<file path="src/rtl/rtc_irq_pkg.sv">
package rtc_irq_pkg;
  localparam int BYTE_W = 8;
  localparam int ADDR_W = 4;
  localparam int TIME_BYTES = 3;

  localparam logic [ADDR_W-1:0] A_ALM_SEC = 4'd0;
  localparam logic [ADDR_W-1:0] A_CTRL    = 4'd3;
  localparam logic [ADDR_W-1:0] A_STAT    = 4'd4;
  localparam logic [ADDR_W-1:0] A_VALID   = 4'd5;

  localparam int CB_SET = 7;
  localparam int CB_UEN = 4;
  localparam int CB_EN_LO = 4;
  localparam int CB_EN_HI = 6;
  localparam int CB_RST_LO = 3;

  localparam logic [BYTE_W-1:0] VALID_WORD = 8'h80;

  // Packed order matches status bits 6:4.
  typedef struct packed {
    logic pf;
    logic af;
    logic uf;
  } flags_t;
endpackage

</file>
<file path="src/rtl/rtc_alarm_cmp.sv">
module rtc_alarm_cmp #(
  parameter int NBYTES = 3,
  parameter int W = 8
) (
  input  logic [NBYTES*W-1:0] alarm_vec,
  input  logic [NBYTES*W-1:0] now_vec,
  output logic                hit
);
  logic [NBYTES-1:0] m;

  generate
    for (genvar g = 0; g < NBYTES; g++) begin : g_byte
      logic [W-1:0] a;
      logic [W-1:0] n;
      assign a = alarm_vec[g*W +: W];
      assign n = now_vec[g*W +: W];
      // A byte with its top two bits set is a wildcard.
      assign m[g] = (a[W-1:W-2] == 2'b11) || (a == n);
    end
  endgenerate

  assign hit = &m;
endmodule

</file>
<file path="src/rtl/rtc_ctrl_reg.sv">
module rtc_ctrl_reg #(
  parameter int W = 8,
  parameter int SET_BIT = 7,
  parameter int UEN_BIT = 4,
  parameter int RST_LO = 3,
  parameter int RST_HI = 6
) (
  input  logic         clk,
  input  logic         rst,
  input  logic         wr,
  input  logic [W-1:0] wdata,
  output logic [W-1:0] q,
  output logic [W-1:0] d
);
  logic [W-1:0] q_r = '0;

  always_comb begin
    d = q_r;
    if (wr) begin
      d = wdata;
      if (wdata[SET_BIT]) d[UEN_BIT] = 1'b0;
    end
    if (rst) d[RST_HI:RST_LO] = '0;
  end

  always_ff @(posedge clk) q_r <= d;

  assign q = q_r;
endmodule

</file>
<file path="src/rtl/rtc_flag_bank.sv">
module rtc_flag_bank
  import rtc_irq_pkg::*;
(
  input  logic   clk,
  input  logic   rst,
  input  flags_t set_ev,
  input  logic   clr,
  input  flags_t en_d,
  output flags_t flag_q,
  output logic   irq_n
);
  flags_t flag_d;
  flags_t flag_r = '0;
  logic   irq_r = 1'b1;

  // The clear acts on the old value, and a set in the same cycle survives.
  assign flag_d = clr ? set_ev : (flag_r | set_ev);

  always_ff @(posedge clk) begin
    if (rst) begin
      flag_r <= '0;
      irq_r  <= 1'b1;
    end else begin
      flag_r <= flag_d;
      irq_r  <= ~|(flag_d & en_d);
    end
  end

  assign flag_q = flag_r;
  assign irq_n = irq_r;
endmodule

</file>
<file path="src/rtl/rtc_irq_ctrl.sv">
module rtc_irq_ctrl
  import rtc_irq_pkg::*;
(
  input  logic              clk,
  input  logic              rst,
  input  logic              wr_en,
  input  logic              rd_en,
  input  logic [ADDR_W-1:0] addr,
  input  logic [BYTE_W-1:0] wdata,
  output logic [BYTE_W-1:0] rdata,
  input  logic              periodic_tick,
  input  logic              update_done,
  input  logic [BYTE_W-1:0] now_sec,
  input  logic [BYTE_W-1:0] now_min,
  input  logic [BYTE_W-1:0] now_hr,
  output logic              irq_n
);
  localparam int VEC_W = TIME_BYTES * BYTE_W;

  logic [VEC_W-1:0]  alarm_vec;
  logic [VEC_W-1:0]  now_vec;
  logic [BYTE_W-1:0] ctrl_q;
  logic [BYTE_W-1:0] ctrl_d;
  logic              alarm_hit;
  logic              rd_stat;
  flags_t            set_ev;
  flags_t            en_d;
  flags_t            en_q;
  flags_t            flag_q;
  logic [BYTE_W-1:0] rd_mux;
  logic [BYTE_W-1:0] rdata_r = '0;

  generate
    for (genvar i = 0; i < TIME_BYTES; i++) begin : g_alm
      logic [BYTE_W-1:0] alm_r = '0;
      always_ff @(posedge clk) begin
        if (rst) alm_r <= '0;
        else if (wr_en && addr == A_ALM_SEC + ADDR_W'(i)) alm_r <= wdata;
      end
      assign alarm_vec[i*BYTE_W +: BYTE_W] = alm_r;
    end
  endgenerate

  assign now_vec = {now_hr, now_min, now_sec};

  rtc_alarm_cmp #(.NBYTES(TIME_BYTES), .W(BYTE_W)) u_cmp (
    .alarm_vec(alarm_vec), .now_vec(now_vec), .hit(alarm_hit)
  );

  rtc_ctrl_reg #(
    .W(BYTE_W), .SET_BIT(CB_SET), .UEN_BIT(CB_UEN),
    .RST_LO(CB_RST_LO), .RST_HI(CB_EN_HI)
  ) u_ctrl (
    .clk(clk), .rst(rst), .wr(wr_en && addr == A_CTRL),
    .wdata(wdata), .q(ctrl_q), .d(ctrl_d)
  );

  assign en_d = flags_t'(ctrl_d[CB_EN_HI:CB_EN_LO]);
  assign en_q = flags_t'(ctrl_q[CB_EN_HI:CB_EN_LO]);

  assign set_ev.pf = periodic_tick;
  assign set_ev.uf = update_done;
  assign set_ev.af = update_done && alarm_hit;
  assign rd_stat   = rd_en && addr == A_STAT;

  rtc_flag_bank u_flags (
    .clk(clk), .rst(rst), .set_ev(set_ev), .clr(rd_stat),
    .en_d(en_d), .flag_q(flag_q), .irq_n(irq_n)
  );

  always_comb begin
    rd_mux = '0;
    if (addr < ADDR_W'(TIME_BYTES))
      rd_mux = alarm_vec[addr[1:0]*BYTE_W +: BYTE_W];
    else if (addr == A_CTRL)
      rd_mux = ctrl_q;
    else if (addr == A_STAT)
      rd_mux = {|(flag_q & en_q), flag_q, 4'b0000};
    else if (addr == A_VALID)
      rd_mux = VALID_WORD;
  end

  always_ff @(posedge clk) begin
    if (rst) rdata_r <= '0;
    else if (rd_en) rdata_r <= rd_mux;
  end

  assign rdata = rdata_r;
endmodule

</file>
<file path="config.mk">
export PLATFORM = sky130hd
export DESIGN_NAME = rtc_irq_ctrl
export DESIGN_NICKNAME = d
export VERILOG_FILES = /design/src/rtl/rtc_irq_pkg.sv /design/src/rtl/rtc_alarm_cmp.sv /design/src/rtl/rtc_ctrl_reg.sv /design/src/rtl/rtc_flag_bank.sv /design/src/rtl/rtc_irq_ctrl.sv
export SDC_FILE = /design/constraint.sdc
export NUM_CORES = 1
export LEC_CHECK = 0
export BUFFER_PORTS_ARGS = -buffer_cell sky130_fd_sc_hd__buf_4
export CORE_ASPECT_RATIO = 0.9
export CORE_UTILIZATION = 35
export CTS_CLUSTER_DIAMETER = 30
export DETAILED_ROUTE_END_ITERATION = 6
export PLACE_DENSITY = 0.63
export SYNTH_ARGS = -nofsm -noshare
export SYNTH_HDL_FRONTEND = slang
export SYNTH_HIERARCHICAL = 1
export SYNTH_SLANG_ARGS = --single-unit
</file>
<file path="constraint.sdc">
create_clock -name clk -period 1.4 [get_ports clk]
set_input_delay 0.14 -clock clk [delete_from_list [all_inputs] [get_ports clk]]
set_output_delay 0.14 -clock clk [all_outputs]
set_load 0.1 [all_outputs]
</file>
Yosys cells after proc, flatten, opt, wreduce, memory -nomap -nowiden
Cells that the tools add are included.

Bits of input ports: 42. Bits in registers: 44. Output and inout bits: 9. Logic and storage cells: 49.

Muxes and demuxes: 8. Bitwise operators: 3. Magnitude comparators: 1. Shift operators: 1. Reductions and logical operators: 14. Equality and inequality tests: 11.

Operators by type and width (number): 2-to-1 mux 8 bit (4); == test 8 bit (3); indexed part select 24 x 6 -> 8 bit (1); == test 4 x 2 -> 1 bit, second input constant (2); == test 4 x 3 -> 1 bit, second input constant (2); 2-to-1 mux 7 bit (1); AND 3 bit (2); == test 2 bit, second input constant (3); logical AND 1 bit (6); OR reduction 3 bit (2); == test 4 x 1 -> 1 bit, second input constant (1); zero test 4 bit (1); less-than comparator 4 x 2 -> 1 bit, second input constant (1); 2-to-1 mux 4 bit (1); logical OR 1 bit (3); 2-to-1 mux 3 bit (1); OR 3 bit (1); AND reduction 3 bit (1); zero test 1 bit (1); 2-to-1 mux 1 bit (1).

Depth between registers and ports, before layout
Word-level depth: 9. Depth in mapped cells: 8. Gate-level depth less buffers: 8.

Cells and area by module
The synthesis kept the hierarchy.

By module, submodules not included: rtc_irq_ctrl (sequential area each 640.6 sq um, times used 1, area an instance 1492.7 sq um, cells each 150); rtc_ctrl_reg (sequential area each 160.2 sq um, times used 1, area an instance 291.5 sq um, cells each 22); rtc_alarm_cmp (sequential area each 0.0 sq um, times used 1, area an instance 280.3 sq um, cells each 34); rtc_flag_bank (sequential area each 80.1 sq um, times used 1, area an instance 140.1 sq um, cells each 14).

Least setup slack after synthesis
Ideal clock, no wire load.

Path kind: register -> register. From: register g_alm[2].alm_r[7]. To: register u_flags.irq_r, in the netlist u_flags/irq_n. Path slack: -86 ps. Period minus slack after synthesis: 1486 ps. Cell stages (with the launch flop): 9. Data arrival time: 1355 ps. Library setup time: 130 ps. Buffers on the path: 0. Cells stage by stage: dfxtp_1 > xor2_1 > nor4_1 > a22oi_1 > nor3_2 > and2_1 > inv_1 > a21oi_1 > a222oi_1.

RTL lines: from (decl) (RTL line rtc_irq_ctrl.sv:35) `logic [BYTE_W-1:0] alm_r = '0;`; from (signal assigned) (RTL line rtc_irq_ctrl.sv:38) `else if (wr_en && addr == A_ALM_SEC + ADDR_W'(i)) alm_r <= wdata;`; to (signal assigned) (RTL line rtc_flag_bank.sv:25) `irq_r <= ~|(flag_d & en_d);`; to (decl) (RTL line rtc_flag_bank.sv:14) `logic irq_r = 1'b1;`.

==> implementation parameters <==
Parameter                              Value

Worst setup path
  Worst setup path class ... reg -> reg
  Crit-path leading delay family ... simple AND/OR/NAND/NOR gates
  Maximum fanout encountered on the critical timing path ... 2
  Critical-path top delay cell ... sky130_fd_sc_hd__dfxtp_2
  Arrival time of the worst setup path ... roughly 1800 ps
  Critical path startpoint category ... flop
  Crit-path cells ... xor2_1, nor4_2, a22oi_1, nor3_2, and2_1, inv_1, a21oi_2, a222oi_1
  Required time of the critical path ... between 1500 and 2000 ps
  Endpoint kind of the worst setup timing path ... flop
  Count of buffering cells on the critical path with inverters included ... 1
  Delay of the slowest critical-path stage ... 340 ps

Clock network
  Number of hold buffers added after CTS ... 0
  Number of buffers created by CTS ... 5
  Clock latency on the worst-skew pair ... 290 ps
  Clock-pin transition on the worst setup and hold timing paths ... about 80 ps
  Number of H-tree levels ... 2
  Deepest clock path buffer count ... 2
  TritonCTS clock tree ... done
  Clock sink total ... 44
  Clk root buf ... sky130_fd_sc_hd__clkbuf_8

Placed design
  Post-placement worst setup slack ... -246 ps
  Standard cell area after detailed placement ... a little under 0.003 sq mm
  Port bufs ... 50
  Post-Place Cells ... approximately 390
  Routability congestion estimate ... between 0.7 and 0.8
  Detailed Place HPWL ... about 4.4 mm

Routing
  First-pass iteration count of the detailed router ... 4
  Post-detailed-route DRC marker count ... 0
  Total wire length after detailed routing ... 5.51 mm
  Vias per std cell ... between 4 and 5
  Number of routed nets with antenna violations ... 0
  Wire length per cell ... 13.9 um
  Number of DRC violations after detailed-routing iteration 0 ... 94
  Via count of the routed design ... between 1500 and 2000

Timing
  Final period util ... 112%
  Tmin final ... between 1500 and 2000 ps
  Worst hold slack across all endpoints ... around 120 ps
  Maximum clock frequency ... between 600 and 700 MHz
  Largest clock skew in the final design ... about 3.7 ps
  Number of hold violations in the final report ... 0
  Worst Slack Setup Final ... -174 ps
  Setup repair after global routing missed its margin ... yes
  Least-Margin Pin Slew ... around 370 ps
  Slew margin rel. ... roughly three quarters
  Final Setup Violations ... 2
  Slew Limit Fails ... 0

Hold path
  Worst min path class ... in -> reg

Floorplan
  Die Ht ... roughly 77 um
  CORE AREA ... about 0.0061 sq mm
  Effective utilization at floorplan ... 36.1%
  Die Width ... about 86 um
  Top Ports ... 51
  Area of the die ... 0.00662 sq mm
  Number of standard-cell rows in the floorplan ... 27

Cells and area
  Share of cells above drive strength 1 ... 37.7%
  Final Net Count ... ~350
  Final Cell Area ... approximately 0.0031 sq mm
  Antenna diode count ... 0
  Layout overhead on the synthesized area ... 38.9%
  Final cell count without fillers ... between 300 and 400

Yosys
  Main combinational cell family by area after synthesis ... multiplexers
  Yosys warning count ... 6
  Number of nets produced by synthesis ... about 260
  Sequential area share after synthesis ... 40.0%
  Compound-cell area share of the yosys netlist ... roughly an eighth
  Synthesis-stage register bit count ... between 40 and 50
  Share of the synthesized netlist area taken by xor and xnor gates ... under 10%
  Netlist cell types ... 32
  Synthesized netlist cell count ... 220
  Post-synthesis area per instance ... between 10 and 15 sq um
  Cell area after technology mapping ... about 0.0022 sq mm
  Area share of the largest cell type after synthesis ... roughly two fifths
  Synth area leaders ... sky130_fd_sc_hd__dfxtp_1, sky130_fd_sc_hd__mux2i_1, sky130_fd_sc_hd__xor2_1, sky130_fd_sc_hd__nor2_1, sky130_fd_sc_hd__a22oi_1
  Fraction of synthesized area in multiplexers ... 18.6%
  Top cell type by total area after synthesis ... sky130_fd_sc_hd__dfxtp_1
  Share of synthesized cell area in and, or, nand and nor gates ... 14.6%
  Adder and majority cell fraction of the synthesized area ... 0%

GRT
  Antenna violations before repair ... 0
  Total routing resource utilization after global routing ... between 10% and 20%
  Vias in the first global route ... 1801
  Global route overflow ... 0
  Wire length of the first global-routing pass ... about 8.9 mm
  Largest net degree at the start of global routing ... 25

Power
  Lkg Pwr ... around 1.5 nW
  Sum of internal, switching and leakage power ... between 0.002 and 0.003 W
  PwrDens ... about 860 mW/mm^2
  Max rail drop VDD ... ~0.47 mV

Outcome
  Violations in the final reports ... negative setup slack
  Result of the run ... finished with violations

Job
  Max-capacitance violation count ... 0
## registers in the layout (all words and copies together), names as in the netlist
register / count
u_flags/flag_q: 3
u_flags/irq_n: 1
rdata: 8
u_ctrl/q: 8
g_alm.alm_r: 24
## synth_stat cells (all sizes together)
| library cell | number |
|---|---|
| mux2 | 4 |
| nand3 | 2 |
| a311oi | 3 |
| inv | 3 |
| xor2 | 24 |
| clkbuf | 5 |
| dfxtp | 44 |
| nand4b | 1 |
| nor2 | 37 |
| and2 | 3 |
| nor4 | 6 |
| nand2 | 3 |
| mux2i | 35 |
| or2b | 1 |
| and3 | 1 |
| a21oi | 5 |
| nand2b | 4 |
| a221oi | 1 |
| o2bb2ai | 8 |
| a211oi | 7 |
| nand3b | 1 |
| nor3 | 2 |
| a222oi | 1 |
| nor2b | 1 |
| buf | 7 |
| a22oi | 11 |
## power by group
part,total [W],leakage (nW),internal [W],switching (W)
Combinational,0.000485,1.06,0.000226,0.000259
Clock,0.000817,0.0455,0.000403,0.000415
Sequential,0.00134,0.359,0.00131,0.0000318
## logic make-up after synthesis
logic type	count (synthesis)
and+or+nand+nor	62
DFF	44
muxes	39
AOI/OAI and AO/OA	36
xor gates and xnor gates	24
buffers and inverters	15
## path summary, 6_finish.rpt
path                                           to  cells after the start  slack, ps               from
worst max-delay path                u_flags/irq_n                      8       -170  g_alm[2].alm_r[7]
worst min-delay path            u_flags/flag_q[2]                      3        120      periodic_tick
worst max register to register      u_flags/irq_n                      8       -170  g_alm[2].alm_r[7]
worst min register to register           rdata[2]                      2        490           rdata[2]
## worst register-to-register path, stage by stage (launching register included)
cell	delay, ps
sky130_fd_sc_hd__dfxtp_2	340
sky130_fd_sc_hd__xor2_1	150
sky130_fd_sc_hd__nor4_2	290
sky130_fd_sc_hd__a22oi_1	120
sky130_fd_sc_hd__nor3_2	180
sky130_fd_sc_hd__and2_1	130
sky130_fd_sc_hd__inv_1	40
sky130_fd_sc_hd__a21oi_2	120
sky130_fd_sc_hd__a222oi_1	90
## routing by layer
layer	track usage [%]	part of all wire, %
met1	24.9	52
met2	26.6	41
met3	4.09	5.6
met4	5.50	1.3
met5	0	0
## metrics by stage
step	setup TNS, ps	utilization [%]
floorplan	-48.4	-
global placement	-181	48.1
detailed placement	-342	48.1
CTS	-243	49.7
global route	-440	50.1
finish	-205	50.1
## final cells by class
type | instances | area [sq um]
clock buffer | 8 | 90.1
fill | 607 | 3050
inverter | 3 | 11.3
multi-input combinational | 161 | 1260
sequential | 44 | 883
tap | 87 | 109
timing repair buffer | 92 | 703
## placed cells by master (no fill, tap or decap)
master,instances
sky130_fd_sc_hd__or2b_1,1
sky130_fd_sc_hd__and3_1,1
sky130_fd_sc_hd__a22oi_1,11
sky130_fd_sc_hd__nand3_2,1
sky130_fd_sc_hd__a221oi_1,1
sky130_fd_sc_hd__nand4b_1,1
sky130_fd_sc_hd__nor2_4,1
sky130_fd_sc_hd__nor2_1,36
sky130_fd_sc_hd__clkbuf_8,6
sky130_fd_sc_hd__mux2_4,4
sky130_fd_sc_hd__a21oi_2,2
sky130_fd_sc_hd__clkbuf_1,2
sky130_fd_sc_hd__buf_4,91
sky130_fd_sc_hd__a311oi_1,3
sky130_fd_sc_hd__nor2b_1,1
sky130_fd_sc_hd__a211oi_4,1
sky130_fd_sc_hd__and2_1,3
sky130_fd_sc_hd__dfxtp_1,42
sky130_fd_sc_hd__buf_12,1
sky130_fd_sc_hd__a21oi_1,3
sky130_fd_sc_hd__nor4_1,3
sky130_fd_sc_hd__nor3_2,2
sky130_fd_sc_hd__a222oi_1,1
sky130_fd_sc_hd__nand2b_1,4
sky130_fd_sc_hd__nand3_4,1
sky130_fd_sc_hd__xor2_2,1
sky130_fd_sc_hd__inv_1,3
sky130_fd_sc_hd__xor2_1,23
sky130_fd_sc_hd__nor4_2,3
sky130_fd_sc_hd__o2bb2ai_1,8
sky130_fd_sc_hd__dfxtp_2,2
sky130_fd_sc_hd__nand2_1,3
sky130_fd_sc_hd__nand3b_1,1
sky130_fd_sc_hd__a211oi_1,6
sky130_fd_sc_hd__mux2i_1,35
## what timing repair did
item                                   CTS  global route
endpoints found under the hold margin    0             0
gates cloned                             0             0
setup endpoints to repair                2             2
buffers inserted                         0             0
pin swaps                                3             0
gates resized for setup                  2             4
No activity file was read; power rests on OpenSTA's default activity.
